[config.mk]
export PLATFORM = sky130hd
export DESIGN_NAME = stack_seq
export DESIGN_NICKNAME = d
export VERILOG_FILES = /design/src/rtl/stk_pkg.sv /design/src/rtl/stk_pick.sv /design/src/rtl/stk_vec_sel.sv /design/src/rtl/stack_seq.sv
export SDC_FILE = /design/constraint.sdc
export NUM_CORES = 1
export LEC_CHECK = 0
export ABC_AREA = 1
export BUFFER_PORTS_ARGS = -buffer_cell sky130_fd_sc_hd__buf_2
export CAP_MARGIN = 20
export CORE_ASPECT_RATIO = 0.9
export CORE_UTILIZATION = 56
export CTS_CLUSTER_SIZE = 40
export DETAILED_ROUTE_END_ITERATION = 8
export PLACE_DENSITY = 0.86
export REMOVE_ABC_BUFFERS = 1
export SLEW_MARGIN = 20
export SYNTH_ARGS = -nofsm -noshare
export SYNTH_HDL_FRONTEND = slang
export SYNTH_SLANG_ARGS = --single-unit
export TNS_END_PERCENT = 50
[constraint.sdc]
create_clock -name clk_i -period 3.3 [get_ports clk_i]
set_input_delay 0.33 -clock clk_i [delete_from_list [all_inputs] [get_ports clk_i]]
set_output_delay 0.33 -clock clk_i [all_outputs]
set_load 0.02 [all_outputs]
[src/rtl/stk_pkg.sv]
package stk_pkg;
  localparam int BYTE_W = 8;
  localparam int ADDR_W = 16;
  localparam int MASK_W = 8;
  localparam int NSLOT  = 12;
  localparam int SLOT_W = $clog2(NSLOT);

  localparam logic [BYTE_W-1:0] CC_E = 8'h80;
  localparam logic [BYTE_W-1:0] CC_F = 8'h40;
  localparam logic [BYTE_W-1:0] CC_I = 8'h10;

  localparam logic [NSLOT-1:0] FULL_SLOTS = '1;
  localparam logic [NSLOT-1:0] PC_SLOTS   = NSLOT'(12'hC00);
  localparam logic [NSLOT-1:0] RTI_REST   = NSLOT'(12'hFFE);

  localparam logic [SLOT_W-1:0] SL_CC  = SLOT_W'(0);
  localparam logic [SLOT_W-1:0] SL_PCH = SLOT_W'(10);
  localparam logic [SLOT_W-1:0] SL_PCL = SLOT_W'(11);

  typedef enum logic [2:0] {
    CMD_PUSH, CMD_PULL, CMD_SWI, CMD_SWI_ALT,
    CMD_RST_TRAP, CMD_FAST_TRAP, CMD_RTI, CMD_NONE
  } cmd_e;

  // mask bit -> frame byte slots (lowest stack address = slot 0)
  function automatic logic [NSLOT-1:0] slot_mask(logic [MASK_W-1:0] m);
    logic [NSLOT-1:0] s;
    s[3:0]   = m[3:0];
    s[5:4]   = {2{m[4]}};
    s[7:6]   = {2{m[5]}};
    s[9:8]   = {2{m[6]}};
    s[11:10] = {2{m[7]}};
    return s;
  endfunction
endpackage

[src/rtl/stk_pick.sv]
module stk_pick #(
  parameter int W = 12,
  localparam int IW = $clog2(W)
) (
  input  logic [W-1:0]  req_i,
  input  logic          hi_first_i,
  output logic [IW-1:0] idx_o,
  output logic          any_o
);
  always_comb begin
    idx_o = '0;
    any_o = |req_i;
    if (hi_first_i) begin
      for (int i = 0; i < W; i++) if (req_i[i]) idx_o = IW'(i);
    end else begin
      for (int i = W - 1; i >= 0; i--) if (req_i[i]) idx_o = IW'(i);
    end
  end
endmodule

[src/rtl/stk_vec_sel.sv]
module stk_vec_sel
  import stk_pkg::*;
(
  input  logic [2:0]        cmd_i,
  output logic [ADDR_W-1:0] vec_o,
  output logic              trap_o,
  output logic              set_e_o,
  output logic              set_if_o
);
  always_comb begin
    vec_o    = '0;
    trap_o   = 1'b1;
    set_e_o  = 1'b0;
    set_if_o = 1'b0;
    unique case (cmd_e'(cmd_i))
      CMD_SWI: begin
        vec_o    = ADDR_W'(16'hFFFA);
        set_e_o  = 1'b1;
        set_if_o = 1'b1;
      end
      CMD_SWI_ALT:   vec_o = ADDR_W'(16'hFFF4);
      CMD_RST_TRAP:  vec_o = ADDR_W'(16'hFFFE);
      CMD_FAST_TRAP: vec_o = ADDR_W'(16'hFFF6);
      default:       trap_o = 1'b0;
    endcase
  end
endmodule

[src/rtl/stack_seq.sv]
module stack_seq
  import stk_pkg::*;
(
  input  logic              clk_i,
  input  logic              rst_ni,
  input  logic              start_i,
  input  logic [2:0]        cmd_i,
  input  logic [MASK_W-1:0] mask_i,
  input  logic [BYTE_W-1:0] cc_i,
  input  logic [BYTE_W-1:0] a_i,
  input  logic [BYTE_W-1:0] b_i,
  input  logic [BYTE_W-1:0] dp_i,
  input  logic [ADDR_W-1:0] x_i,
  input  logic [ADDR_W-1:0] y_i,
  input  logic [ADDR_W-1:0] u_i,
  input  logic [ADDR_W-1:0] pc_i,
  input  logic [ADDR_W-1:0] sp_i,
  output logic [ADDR_W-1:0] mem_addr_o,
  output logic              mem_we_o,
  output logic              mem_re_o,
  output logic [BYTE_W-1:0] mem_wdata_o,
  input  logic [BYTE_W-1:0] mem_rdata_i,
  output logic [BYTE_W-1:0] cc_o,
  output logic [BYTE_W-1:0] a_o,
  output logic [BYTE_W-1:0] b_o,
  output logic [BYTE_W-1:0] dp_o,
  output logic [ADDR_W-1:0] x_o,
  output logic [ADDR_W-1:0] y_o,
  output logic [ADDR_W-1:0] u_o,
  output logic [ADDR_W-1:0] pc_o,
  output logic [ADDR_W-1:0] sp_o,
  output logic              busy_o,
  output logic              done_o
);
  typedef enum logic [3:0] {
    ST_IDLE, ST_PUSH, ST_PULL, ST_RTI_CC, ST_RTI_DEC,
    ST_VEC_HI, ST_VEC_LO, ST_DRAIN, ST_FIN
  } state_e;

  state_e              state_q;
  logic [BYTE_W-1:0]   frame_q [NSLOT];
  logic [ADDR_W-1:0]   sp_q, vec_q;
  logic [NSLOT-1:0]    rem_q, rem_clr, start_slots;
  logic                pend_v_q, trap_q, set_if_q;
  logic [SLOT_W-1:0]   pend_idx_q, pick_idx;
  logic                pick_any;
  logic [ADDR_W-1:0]   vs_vec;
  logic                vs_trap, vs_set_e, vs_set_if;

  stk_pick #(.W(NSLOT)) i_pick (
    .req_i      (rem_q),
    .hi_first_i (state_q == ST_PUSH),
    .idx_o      (pick_idx),
    .any_o      (pick_any)
  );

  stk_vec_sel i_vec_sel (
    .cmd_i    (cmd_i),
    .vec_o    (vs_vec),
    .trap_o   (vs_trap),
    .set_e_o  (vs_set_e),
    .set_if_o (vs_set_if)
  );

  assign rem_clr     = rem_q & ~(NSLOT'(1) << pick_idx);
  assign start_slots = slot_mask(mask_i);

  always_comb begin
    mem_we_o    = (state_q == ST_PUSH) && pick_any;
    mem_re_o    = 1'b0;
    mem_addr_o  = '0;
    mem_wdata_o = '0;
    unique case (state_q)
      ST_PUSH: begin
        mem_addr_o  = sp_q - ADDR_W'(1);
        mem_wdata_o = frame_q[pick_idx];
      end
      ST_PULL, ST_RTI_CC: begin
        mem_re_o   = 1'b1;
        mem_addr_o = sp_q;
      end
      ST_VEC_HI: begin
        mem_re_o   = 1'b1;
        mem_addr_o = vec_q;
      end
      ST_VEC_LO: begin
        mem_re_o   = 1'b1;
        mem_addr_o = vec_q + ADDR_W'(1);
      end
      default: ;
    endcase
  end

  always_ff @(posedge clk_i or negedge rst_ni) begin
    if (!rst_ni) begin
      state_q    <= ST_IDLE;
      for (int i = 0; i < NSLOT; i++) frame_q[i] <= '0;
      sp_q       <= '0;
      vec_q      <= '0;
      rem_q      <= '0;
      pend_v_q   <= 1'b0;
      pend_idx_q <= '0;
      trap_q     <= 1'b0;
      set_if_q   <= 1'b0;
    end else begin
      // read data lands one cycle after the access
      if (pend_v_q) frame_q[pend_idx_q] <= mem_rdata_i;
      pend_v_q <= 1'b0;
      unique case (state_q)
        ST_IDLE: if (start_i) begin
          frame_q[0]  <= cc_i | (vs_set_e ? CC_E : '0);
          frame_q[1]  <= a_i;
          frame_q[2]  <= b_i;
          frame_q[3]  <= dp_i;
          frame_q[4]  <= x_i[15:8];
          frame_q[5]  <= x_i[7:0];
          frame_q[6]  <= y_i[15:8];
          frame_q[7]  <= y_i[7:0];
          frame_q[8]  <= u_i[15:8];
          frame_q[9]  <= u_i[7:0];
          frame_q[10] <= pc_i[15:8];
          frame_q[11] <= pc_i[7:0];
          sp_q        <= sp_i;
          vec_q       <= vs_vec;
          trap_q      <= vs_trap;
          set_if_q    <= vs_set_if;
          if (vs_trap) begin
            rem_q   <= FULL_SLOTS;
            state_q <= ST_PUSH;
          end else begin
            rem_q <= start_slots;
            unique case (cmd_e'(cmd_i))
              CMD_PUSH: state_q <= (|start_slots) ? ST_PUSH : ST_FIN;
              CMD_PULL: state_q <= (|start_slots) ? ST_PULL : ST_FIN;
              CMD_RTI:  state_q <= ST_RTI_CC;
              default:  state_q <= ST_FIN;
            endcase
          end
        end
        ST_PUSH: begin
          sp_q  <= sp_q - ADDR_W'(1);
          rem_q <= rem_clr;
          if (rem_clr == '0) begin
            if (trap_q) begin
              state_q <= ST_VEC_HI;
              if (set_if_q) frame_q[0] <= frame_q[0] | CC_I | CC_F;
            end else begin
              state_q <= ST_FIN;
            end
          end
        end
        ST_PULL: begin
          sp_q       <= sp_q + ADDR_W'(1);
          rem_q      <= rem_clr;
          pend_v_q   <= 1'b1;
          pend_idx_q <= pick_idx;
          if (rem_clr == '0) state_q <= ST_DRAIN;
        end
        ST_RTI_CC: begin
          sp_q       <= sp_q + ADDR_W'(1);
          pend_v_q   <= 1'b1;
          pend_idx_q <= SL_CC;
          state_q    <= ST_RTI_DEC;
        end
        ST_RTI_DEC: begin
          rem_q   <= (mem_rdata_i & CC_E) != '0 ? RTI_REST : PC_SLOTS;
          state_q <= ST_PULL;
        end
        ST_VEC_HI: begin
          pend_v_q   <= 1'b1;
          pend_idx_q <= SL_PCH;
          state_q    <= ST_VEC_LO;
        end
        ST_VEC_LO: begin
          pend_v_q   <= 1'b1;
          pend_idx_q <= SL_PCL;
          state_q    <= ST_DRAIN;
        end
        ST_DRAIN: state_q <= ST_FIN;
        default:  state_q <= ST_IDLE;
      endcase
    end
  end

  assign cc_o   = frame_q[0];
  assign a_o    = frame_q[1];
  assign b_o    = frame_q[2];
  assign dp_o   = frame_q[3];
  assign x_o    = {frame_q[4], frame_q[5]};
  assign y_o    = {frame_q[6], frame_q[7]};
  assign u_o    = {frame_q[8], frame_q[9]};
  assign pc_o   = {frame_q[10], frame_q[11]};
  assign sp_o   = sp_q;
  assign busy_o = state_q != ST_IDLE;
  assign done_o = state_q == ST_FIN;
endmodule

==> flow_summary.rst, run 1 <==
.. list-table::
   :header-rows: 1

   * - Metric
     - Value
   * - Result of the run
     - complete, no violations
   * - Maximum single-stage delay on the critical path
     - 410 ps
   * - Fraction of the yosys area taken by sequential cells
     - between 30% and 40%
   * - Row Count
     - 42
   * - Die boundary height
     - 120.4 um
   * - Total vias in the final route
     - 10390
   * - Via count of the first global-routing pass
     - 9240
   * - Gpl congestion
     - around 0.94
   * - CTS tree
     - built
   * - Async set-or-reset flop fraction in the synthesized netlist
     - 100.0%
   * - Worst r2r src
     - state_q[1]
   * - Count of cell types in the netlist
     - 43
   * - Highest attainable clock frequency
     - 311.1 MHz
   * - Ranking of synthesized cells by area
     - dfrtp_1 40%, nand2_1 14%, o21ai_0 12%
   * - Starting density of the core
     - around three fifths
   * - Maximum fanout along the worst path
     - 16
   * - Critical path, cell by cell
     - nor2_1 -> nand2_1 -> o211ai_1 -> nand2_1 -> nand2_4 -> inv_2 -> nand2_4 -> o22ai_1 -> o21ai_0 -> nand2_1 -> a211oi_1 -> buf_2
   * - Number of max-slew violations in the final report
     - 0
   * - Syn Area/Cell
     - 6.899 sq um
   * - Overall overflow remaining after global route
     - 0
   * - Comb pwr share
     - 58.4%
   * - Worst setup slack for register-to-register paths
     - 580 ps
   * - EDFF count, synth
     - 0
   * - Die Area
     - 16080 sq um
   * - Bufs on Longest Clock Path
     - 2
   * - Clock-pin slew of the registers on the worst-case setup and hold paths
     - 60 ps
   * - Per-cell via count in the routed design
     - approximately 6
   * - Cell Area, Synth
     - just under 9000 sq um
   * - Syn. warnings
     - 0
   * - CP Capture Type
     - output port
   * - Final Hold Slack
     - approximately 110 ps
   * - Detailed-placement wirelength estimate
     - 23180 um
   * - HP Class
     - input pin to flop
   * - Fraction of synthesized cell area taken by the top area cell type
     - 39.89%
   * - Area overhead of the layout relative to synthesis
     - 25.77%
   * - Worst setup path startpoint
     - rem_q[3]
   * - Placeable core area
     - 14980 sq um
   * - Final setup violating endpoints
     - 0
   * - Instance count of the mapped netlist
     - 1264
   * - Total instance count after detailed placement
     - 1694
   * - Top flip-flop cell by instance count after synthesis
     - dfrtp_1
   * - Hold Path End
     - u_o[6]
   * - Share of total power consumed by net switching
     - 52.35%
   * - Number of cells on the worst reg-to-reg path
     - 14
   * - PnR Total Power
     - 13.14 mW
   * - Setup repair after global routing missed its margin
     - yes
   * - Overall routed net length
     - 31800 um
   * - Cell with the most instances on the worst path
     - nand2_1
   * - GRT Overall Usage
     - 39.49%
   * - Die width
     - 133.5 um
   * - Final design instance area without fill
     - 10970 sq um
   * - CTS H-tree lvls
     - 4
   * - Largest net degree at the start of global routing
     - 79
   * - Worst max-slew margin expressed relative to the limit
     - 23.26%
   * - Count of routing violations after the opening detailed-route iteration
     - between 1000 and 1500
   * - Pwr dens
     - about 1200 nW/um^2
   * - Post-Layout Cell Count
     - roughly 1700
   * - Worst-Margin Slew
     - 1147 ps
   * - Worst clock skew on the final layout
     - 9.131 ps
   * - Crit path kind
     - flop to output port
   * - First-pass GRT wire length
     - 48970 um
   * - Number of optimization iterations in the first detailed-route pass
     - 6
   * - Number of synthesized register bits
     - 139
   * - Switching power
     - 6.878 mW
   * - Tmin final
     - 3215 ps
   * - Start point of the worst min-delay path
     - u_i[6]
   * - Max Cap Viol
     - 0
   * - Post-DRT Antenna Nets
     - 0
   * - Number of placed I/O pins
     - 274
   * - Critical path launch point type
     - flop
   * - Final hold violation count
     - 0
   * - Number of port buffers
     - between 200 and 300
   * - Total leakage power
     - approximately 5.4 nW
   * - Post-route fraction of the period consumed by the critical path
     - a little over nine tenths
   * - Wire per inst
     - 18.31 um
   * - TritonCTS Sinks
     - 139
   * - Data required time of the critical path
     - 2970 ps
   * - Clock buffer count from CTS
     - 17
   * - IR drop worst, VDD
     - 0.0006332 V
   * - Post-placement worst setup slack
     - 379.6 ps
   * - Sequential power share
     - 26.7%
   * - Post-synth top area cell
     - dfrtp_1
   * - Remaining DRCs
     - 0
   * - Number of nets in the layout
     - 1661
   * - Antenna violations before repair
     - 1
   * - Share of final-layout standard cells stronger than drive strength 1
     - 24.45%
   * - Total internal power
     - 6.261 mW
   * - Root cell of the clock tree
     - clkbuf_16
   * - Worst-skew pair later-pin latency
     - 430 ps
   * - Worst setup slack after layout
     - between 80 and 90 ps
   * - Part of the total power dissipated in the clock network
     - between 10 and 15%
   * - Slowest cell on crit path
     - dfrtp_1
   * - Worst reg2reg endpoint
     - cc_o[4]
   * - Cell Area, Placed
     - 10240 sq um
   * - Arrival time at the worst endpoint
     - 2880 ps
   * - Hold Path Cell Cnt
     - 3
## power groups by stage
stage / Combinational (mW) / Sequential [mW] / Clock, mW
after floorplan: 4.08 / 4.00 / 0
after global routing: 8.33 / 3.57 / 2.04
final: 7.67 / 3.51 / 1.96
after detailed placement: 7.23 / 3.45 / 0
after CTS: 7.36 / 3.44 / 1.96
after global placement: 7.08 / 3.46 / 0
## cells by family after synthesis
| family | after synthesis | share of synthesized area [%] |
|---|---|---|
| flip-flops | 139 | 39.89 |
| adder cells (fa/ha/maj) | 2 | 0.2869 |
| AND/OR/NAND/NOR | 559 | 27.17 |
| AO/OA/AOI/OAI | 377 | 24.29 |
| buffers and inverters | 187 | 8.365 |
## registers in the layout (all words and copies together) (netlist names)
signal and flops:
state_q 4, pend_v_q 1, vec_q 4, u_o 16, trap_q 1, pc_o 16, pend_idx_q 4, cc_o 8
b_o 8, y_o 16, dp_o 8, a_o 8, sp_o 16, x_o 16, rem_q 12, set_if_q 1
## cell usage after synthesis (4+ instances only)
library cell / count
a211oi_1: 7
a21oi_1: 74
a22oi_1: 8
a32oi_1: 8
buf_1: 5
buf_2: 13
clkbuf_1: 38
dfrtp_1: 139
inv_1: 114
inv_2: 13
nand2_1: 333
nand2_2: 4
nand3_1: 41
nand4_1: 14
nor2_1: 133
nor2_4: 4
nor3_1: 13
o2111ai_1: 9
o211ai_1: 14
o21ai_0: 210
o221ai_1: 5
o22ai_1: 25
## cell type report
| class | count | area, sq um |
|---|---|---|
| Clock inverter | 9 | 110.1 |
| Multi-Input combinational cell | 938 | 4541 |
| Inverter | 129 | 498.0 |
| Fill cell | 1233 | 4009 |
| Timing Repair Buffer | 299 | 1595 |
| Sequential cell | 139 | 3478 |
| Clock buffer | 23 | 488.0 |
| Antenna cell | 1 | 2.502 |
| Timing Repair inverter | 1 | 7.507 |
| Tap cell | 198 | 247.7 |
## worst max-delay path, delay by kind of cell, from the launching register on
family	cells	cell delay (ps)
AO/OA/AOI/OAI	4	820
AND/OR/NAND/NOR	6	900
buffers and inverters	2	330
flip-flops	1	410
## per-layer routing
| layer | vias to the layer above | routed length [um] | GRT usage (%) |
|---|---|---|---|
| met4 | 0 | 1084 | 16.34 |
| met3 | 99 | 4340 | 10.44 |
| met5 | - | 0 | 0 |
| li1 | 4767 | - | - |
| met1 | 4740 | 12390 | 54.42 |
| met2 | 784 | 13980 | 58.92 |
## worst max path at each step
stage,to,slack (ps),cells after the start
2_1_floorplan,rem_q[4],-1810,10
3_3_place_gp,mem_wdata_o[7],460,12
3_5_place_dp,mem_wdata_o[7],380,12
4_1_cts,mem_wdata_o[0],5,13
5_1_grt,mem_wdata_o[2],-40,12
6_report,mem_wdata_o[2],90,12
## layout by cell type (no fill, tap or decap), types with 5 or more instances in the layout
| cell type | n |
|---|---|
| buf_2 | 272 |
| clkbuf_16 | 17 |
| nor3_1 | 12 |
| dfrtp_1 | 139 |
| o2111ai_1 | 9 |
| clkinv_2 | 5 |
| buf_4 | 23 |
| o21ai_1 | 5 |
| a211oi_1 | 5 |
| nand4_1 | 14 |
| o211ai_1 | 14 |
| a32oi_1 | 8 |
| o21ai_0 | 208 |
| a21oi_1 | 74 |
| nor2_1 | 131 |
| nand2_1 | 332 |
| o22ai_1 | 25 |
| a22oi_1 | 8 |
| o221ai_1 | 5 |
| inv_2 | 11 |
| inv_1 | 111 |
| nand3_1 | 41 |
## repair_timing
action,4_1_cts,5_1_grt
pin swaps,0,4
setup buffers,0,8
endpoints found under the setup margin,7,10
hold endpoints to repair,70,0
hold buffers,1,0
cloned,1,0
gates resized for setup,5,12
## per-stage QoR
stage | utilization (%) | setup TNS (ps)
final | 73.23 | 0
after global routing | 73.23 | -96.65
after CTS | 72.60 | 0
after detailed placement | 68.37 | 0
after global placement | 68.37 | 0
after floorplan | - | -85560
(Power assumes the default switching activity.)
==> run 2, diff against run 1 <==
--- a/config.mk
+++ b/config.mk
@@ -9,10 +9,10 @@
 export BUFFER_PORTS_ARGS = -buffer_cell sky130_fd_sc_hd__buf_2
 export CAP_MARGIN = 20
 export CORE_ASPECT_RATIO = 0.9
-export CORE_UTILIZATION = 56
+export CORE_UTILIZATION = 55
 export CTS_CLUSTER_SIZE = 40
 export DETAILED_ROUTE_END_ITERATION = 8
-export PLACE_DENSITY = 0.86
+export PLACE_DENSITY = 0.85
 export REMOVE_ABC_BUFFERS = 1
 export SLEW_MARGIN = 20
 export SYNTH_ARGS = -nofsm -noshare
==> run 2 against run 1 <==
The flow now finishes with violations (negative hold slack). Non-clock buffer count is 1 higher. Combinational power grew 2%. Wire length up 1.0%. Cell count is 0.23% higher. Design area rose by 0.34%. Die area increased by 1.8%. Maximum frequency up 0.26%. Largest cell class unchanged. Highest routed layer is now met5.
==> flow_summary.rst, run 2 (synthesized netlist as in run 1, its figures left out) <==
.. list-table::
   :header-rows: 1

   * - Metric
     - Value
   * - Met1 wire length
     - 12830 um (was 12390 um)
   * - Hold buffers post-CTS
     - 0 (was 1)
   * - Total vias in the final route
     - 10450 (was 10390)
   * - Slowest cell on crit path
     - dfrtp_1 (unchanged)
   * - Final Hold Slack
     - -22.50 ps (was 109.0 ps)
   * - HP Class
     - input pin to asynchronous set/reset pin (was input pin to flop)
   * - Part of the total power dissipated in the clock network
     - 14.6% (was 14.9%)
   * - Die boundary height
     - 121.5 um (was 120.4 um)
   * - Data required time of the critical path
     - 2970 ps (about the same)
   * - Comb pwr share
     - 59.0% (was 58.4%)
   * - Gpl congestion
     - 0.9366 (was 0.9442)
   * - Number of optimization iterations in the first detailed-route pass
     - 6 (unchanged)
   * - Overall overflow remaining after global route
     - 0 (unchanged)
   * - Final hold violation count
     - 10 (was 0)
   * - Placeable core area
     - 15440 sq um (was 14980 sq um)
   * - Buffers & Inverters on Critical Path
     - 3 (was 2)
   * - Ant. Diodes
     - 0 (was 1)
   * - Final setup violating endpoints
     - 0 (unchanged)
   * - Crit path kind
     - flop to output port (unchanged)
   * - Die Area
     - 16360 sq um (was 16080 sq um)
   * - Highest attainable clock frequency
     - 311.9 MHz (was 311.1 MHz)
   * - Result of the run
     - finished with violations (was complete, no violations)
   * - Worst r2r src
     - state_q[3] (was state_q[1])
   * - Bufs on Longest Clock Path
     - 2 (unchanged)
   * - Per-cell via count in the routed design
     - 5.999 (was 5.982)
   * - Detailed-placement wirelength estimate
     - 23130 um (was 23180 um)
   * - Setup repair after global routing missed its margin
     - yes (unchanged)
   * - Overall routed net length
     - 32120 um (was 31800 um)
   * - Switching power
     - 7.007 mW (was 6.878 mW)
   * - Worst-skew pair later-pin latency
     - 430 ps (about the same)
   * - Total leakage power
     - 5.414 nW (was 5.425 nW)
   * - Post-Layout Cell Count
     - 1741 (was 1737)
   * - Via count of the first global-routing pass
     - 9231 (was 9240)
   * - IR drop worst, VDD
     - 0.0006987 V (was 0.0006332 V)
   * - Wire per inst
     - 18.45 um (was 18.31 um)
   * - Worst max-slew margin expressed relative to the limit
     - 27.52% (was 23.26%)
   * - Tmin final
     - 3207 ps (was 3215 ps)
   * - Number of nets in the layout
     - 1662 (was 1661)
   * - CTS H-tree lvls
     - 4 (unchanged)
   * - Row Count
     - 43 (was 42)
   * - Post-route fraction of the period consumed by the critical path
     - 97.17% (was 97.42%)
   * - First-pass GRT wire length
     - 48860 um (was 48970 um)
   * - Worst setup path startpoint
     - state_q[3] (was rem_q[3])
   * - TritonCTS Sinks
     - 139 (unchanged)
   * - Worst clock skew on the final layout
     - 8.291 ps (was 9.131 ps)
   * - Violations in the final reports
     - negative hold slack
   * - Die width
     - 134.7 um (was 133.5 um)
   * - CP Capture Type
     - output port (unchanged)
   * - Maximum fanout along the worst path
     - 16 (unchanged)
   * - Total instance count after detailed placement
     - 1697 (was 1694)
   * - Filler Cells Inserted
     - 1287 (was 1233)
   * - Max Cap Viol
     - 0 (unchanged)
   * - Arrival time at the worst endpoint
     - 2880 ps (about the same)
   * - Number of placed I/O pins
     - 274 (unchanged)
   * - Pwr dens
     - 1202 nW/um^2 (was 1198 nW/um^2)
   * - Starting density of the core
     - 56.48% (was 58.23%)
   * - Routed met2 length
     - 14350 um (was 13980 um)
   * - GRT Overall Usage
     - 38.98% (was 39.49%)
   * - Number of max-slew violations in the final report
     - 0 (unchanged)
   * - Clock-pin slew of the registers on the worst-case setup and hold paths
     - 60 ps (about the same)
   * - Total internal power
     - 6.223 mW (was 6.261 mW)
   * - CTS tree
     - built (unchanged)
   * - Area overhead of the layout relative to synthesis
     - 26.20% (was 25.77%)
   * - Sequential power share
     - 26.4% (was 26.7%)
   * - Maximum single-stage delay on the critical path
     - 390 ps (was 410 ps)
   * - Post-DRT Antenna Nets
     - 0 (unchanged)
   * - Root cell of the clock tree
     - clkbuf_16 (unchanged)
   * - Count of routing violations after the opening detailed-route iteration
     - 1388 (was 1214)
   * - Antenna violations before repair
     - 1 (unchanged)
   * - Critical path launch point type
     - flop (unchanged)
   * - Worst-Margin Slew
     - 1083 ps (was 1147 ps)
   * - PnR Total Power
     - 13.23 mW (was 13.14 mW)
   * - Number of port buffers
     - 273 (unchanged)
   * - Most frequent cells in the layout
     - 331 x nand2_1, 270 x buf_2, 208 x o21ai_0, 139 x dfrtp_1, 126 x nor2_1 (was 332 x nand2_1, 272 x buf_2, 208 x o21ai_0, 139 x dfrtp_1, 131 x nor2_1)
   * - Clock buffer count from CTS
     - 17 (unchanged)
   * - Share of total power consumed by net switching
     - 52.96% (was 52.35%)
   * - Most common cell after layout, fill and taps aside
     - nand2_1 (unchanged)
   * - Remaining DRCs
     - 0 (unchanged)
   * - Share of final-layout standard cells stronger than drive strength 1
     - 25.08% (was 24.45%)
   * - Top cell family by delay on the critical path
     - simple AND/OR/NAND/NOR gates (unchanged)
   * - Highest routing layer actually used
     - met5 (was met4)
   * - Largest net degree at the start of global routing
     - 96 (was 79)
   * - Met3 WL
     - 3817 um (was 4340 um)
   * - Critical path, cell by cell
     - nor2_2 -> nand2_4 -> o21ai_1 -> nand2_1 -> nand2_4 -> inv_2 -> nor2_8 -> buf_6 -> nand2_1 -> nand4_1 -> a21oi_1 -> a211oi_1 -> buf_2 (was nor2_1 -> nand2_1 -> o211ai_1 -> nand2_1 -> nand2_4 -> inv_2 -> nand2_4 -> o22ai_1 -> o21ai_0 -> nand2_1 -> a211oi_1 -> buf_2)
## run 2: changes by cell type in the layout (fill, tap and decap cells not counted), moves of 3 or more
cell,previous run,this run
nor2_2,2,6
clkbuf_8,4,0
nor2_1,131,126
buf_4,23,26
inv_6,2,7
clkinvlp_4,2,5
## run 2: path summary, 6_finish.rpt
kind / endpoint / slack [ps] / cells after the start
setup / recovery: mem_wdata_o[2] / 90 / 13
hold / removal: a_o[5] / -20 / 1
max in group asynchronous: rem_q[1] / 2380 / 2
setup reg to reg: cc_o[7] / 550 / 16
hold reg to reg: cc_o[3] / 510 / 2
min in group clk_i: y_o[12] / 100 / 3
## run 2: what timing repair did
item | 4_1_cts | 5_1_grt
buffers inserted | 0 | 11
gates cloned | 0 | 1
hold endpoints to repair | 0 | 0
resized for setup | 7 | 23
endpoints found under the setup margin | 8 | 10
pin swaps | 0 | 4
## run 2: final cells by class
type / count / area, sq um / area share (%)
clock buffer: 17 / 425.4 / 3.865
inverter: 129 / 503.0 / 4.570
tap: 202 / 252.7 / 2.296
sequential: 139 / 3478 / 31.61
clock inverter: 15 / 162.7 / 1.478
timing repair buffer: 300 / 1600 / 14.54
timing repair inverter: 1 / 7.507 / 0.06821
multi-input combinational: 938 / 4576 / 41.58
## run 2: stage by stage
stage          worst slack, ps  setup TNS, ps  util, %  hold slack, ps  cell area (sq um)
2_1_floorplan            -1814         -85560        -           34.41               8476
6_report                 93.43              0    71.27          -22.50              11010
3_3_place_gp             300.1              0    66.22           472.0              10220
3_5_place_dp             184.7              0    66.22           481.2              10220
4_1_cts                  54.05              0    70.17           27.42              10840
5_1_grt                 -38.59         -142.8    71.27           57.38              11010
## run 2: power by group through the flow
stage | clock network, mW | logic [mW] | registers (mW)
floorplan | 0 | 4.08 | 4.00
global placement | 0 | 7.10 | 3.45
detailed placement | 0 | 7.26 | 3.43
CTS | 1.94 | 7.36 | 3.42
global route | 2.02 | 8.48 | 3.55
finish | 1.94 | 7.80 | 3.49
## run 2: metal layers
layer	vias to the layer above	GRT usage (%)
met2	758	58.60
li1	4773	-
met3	100	8.939
met1	4812	54.17
met4	2	15.73
met5	-	0
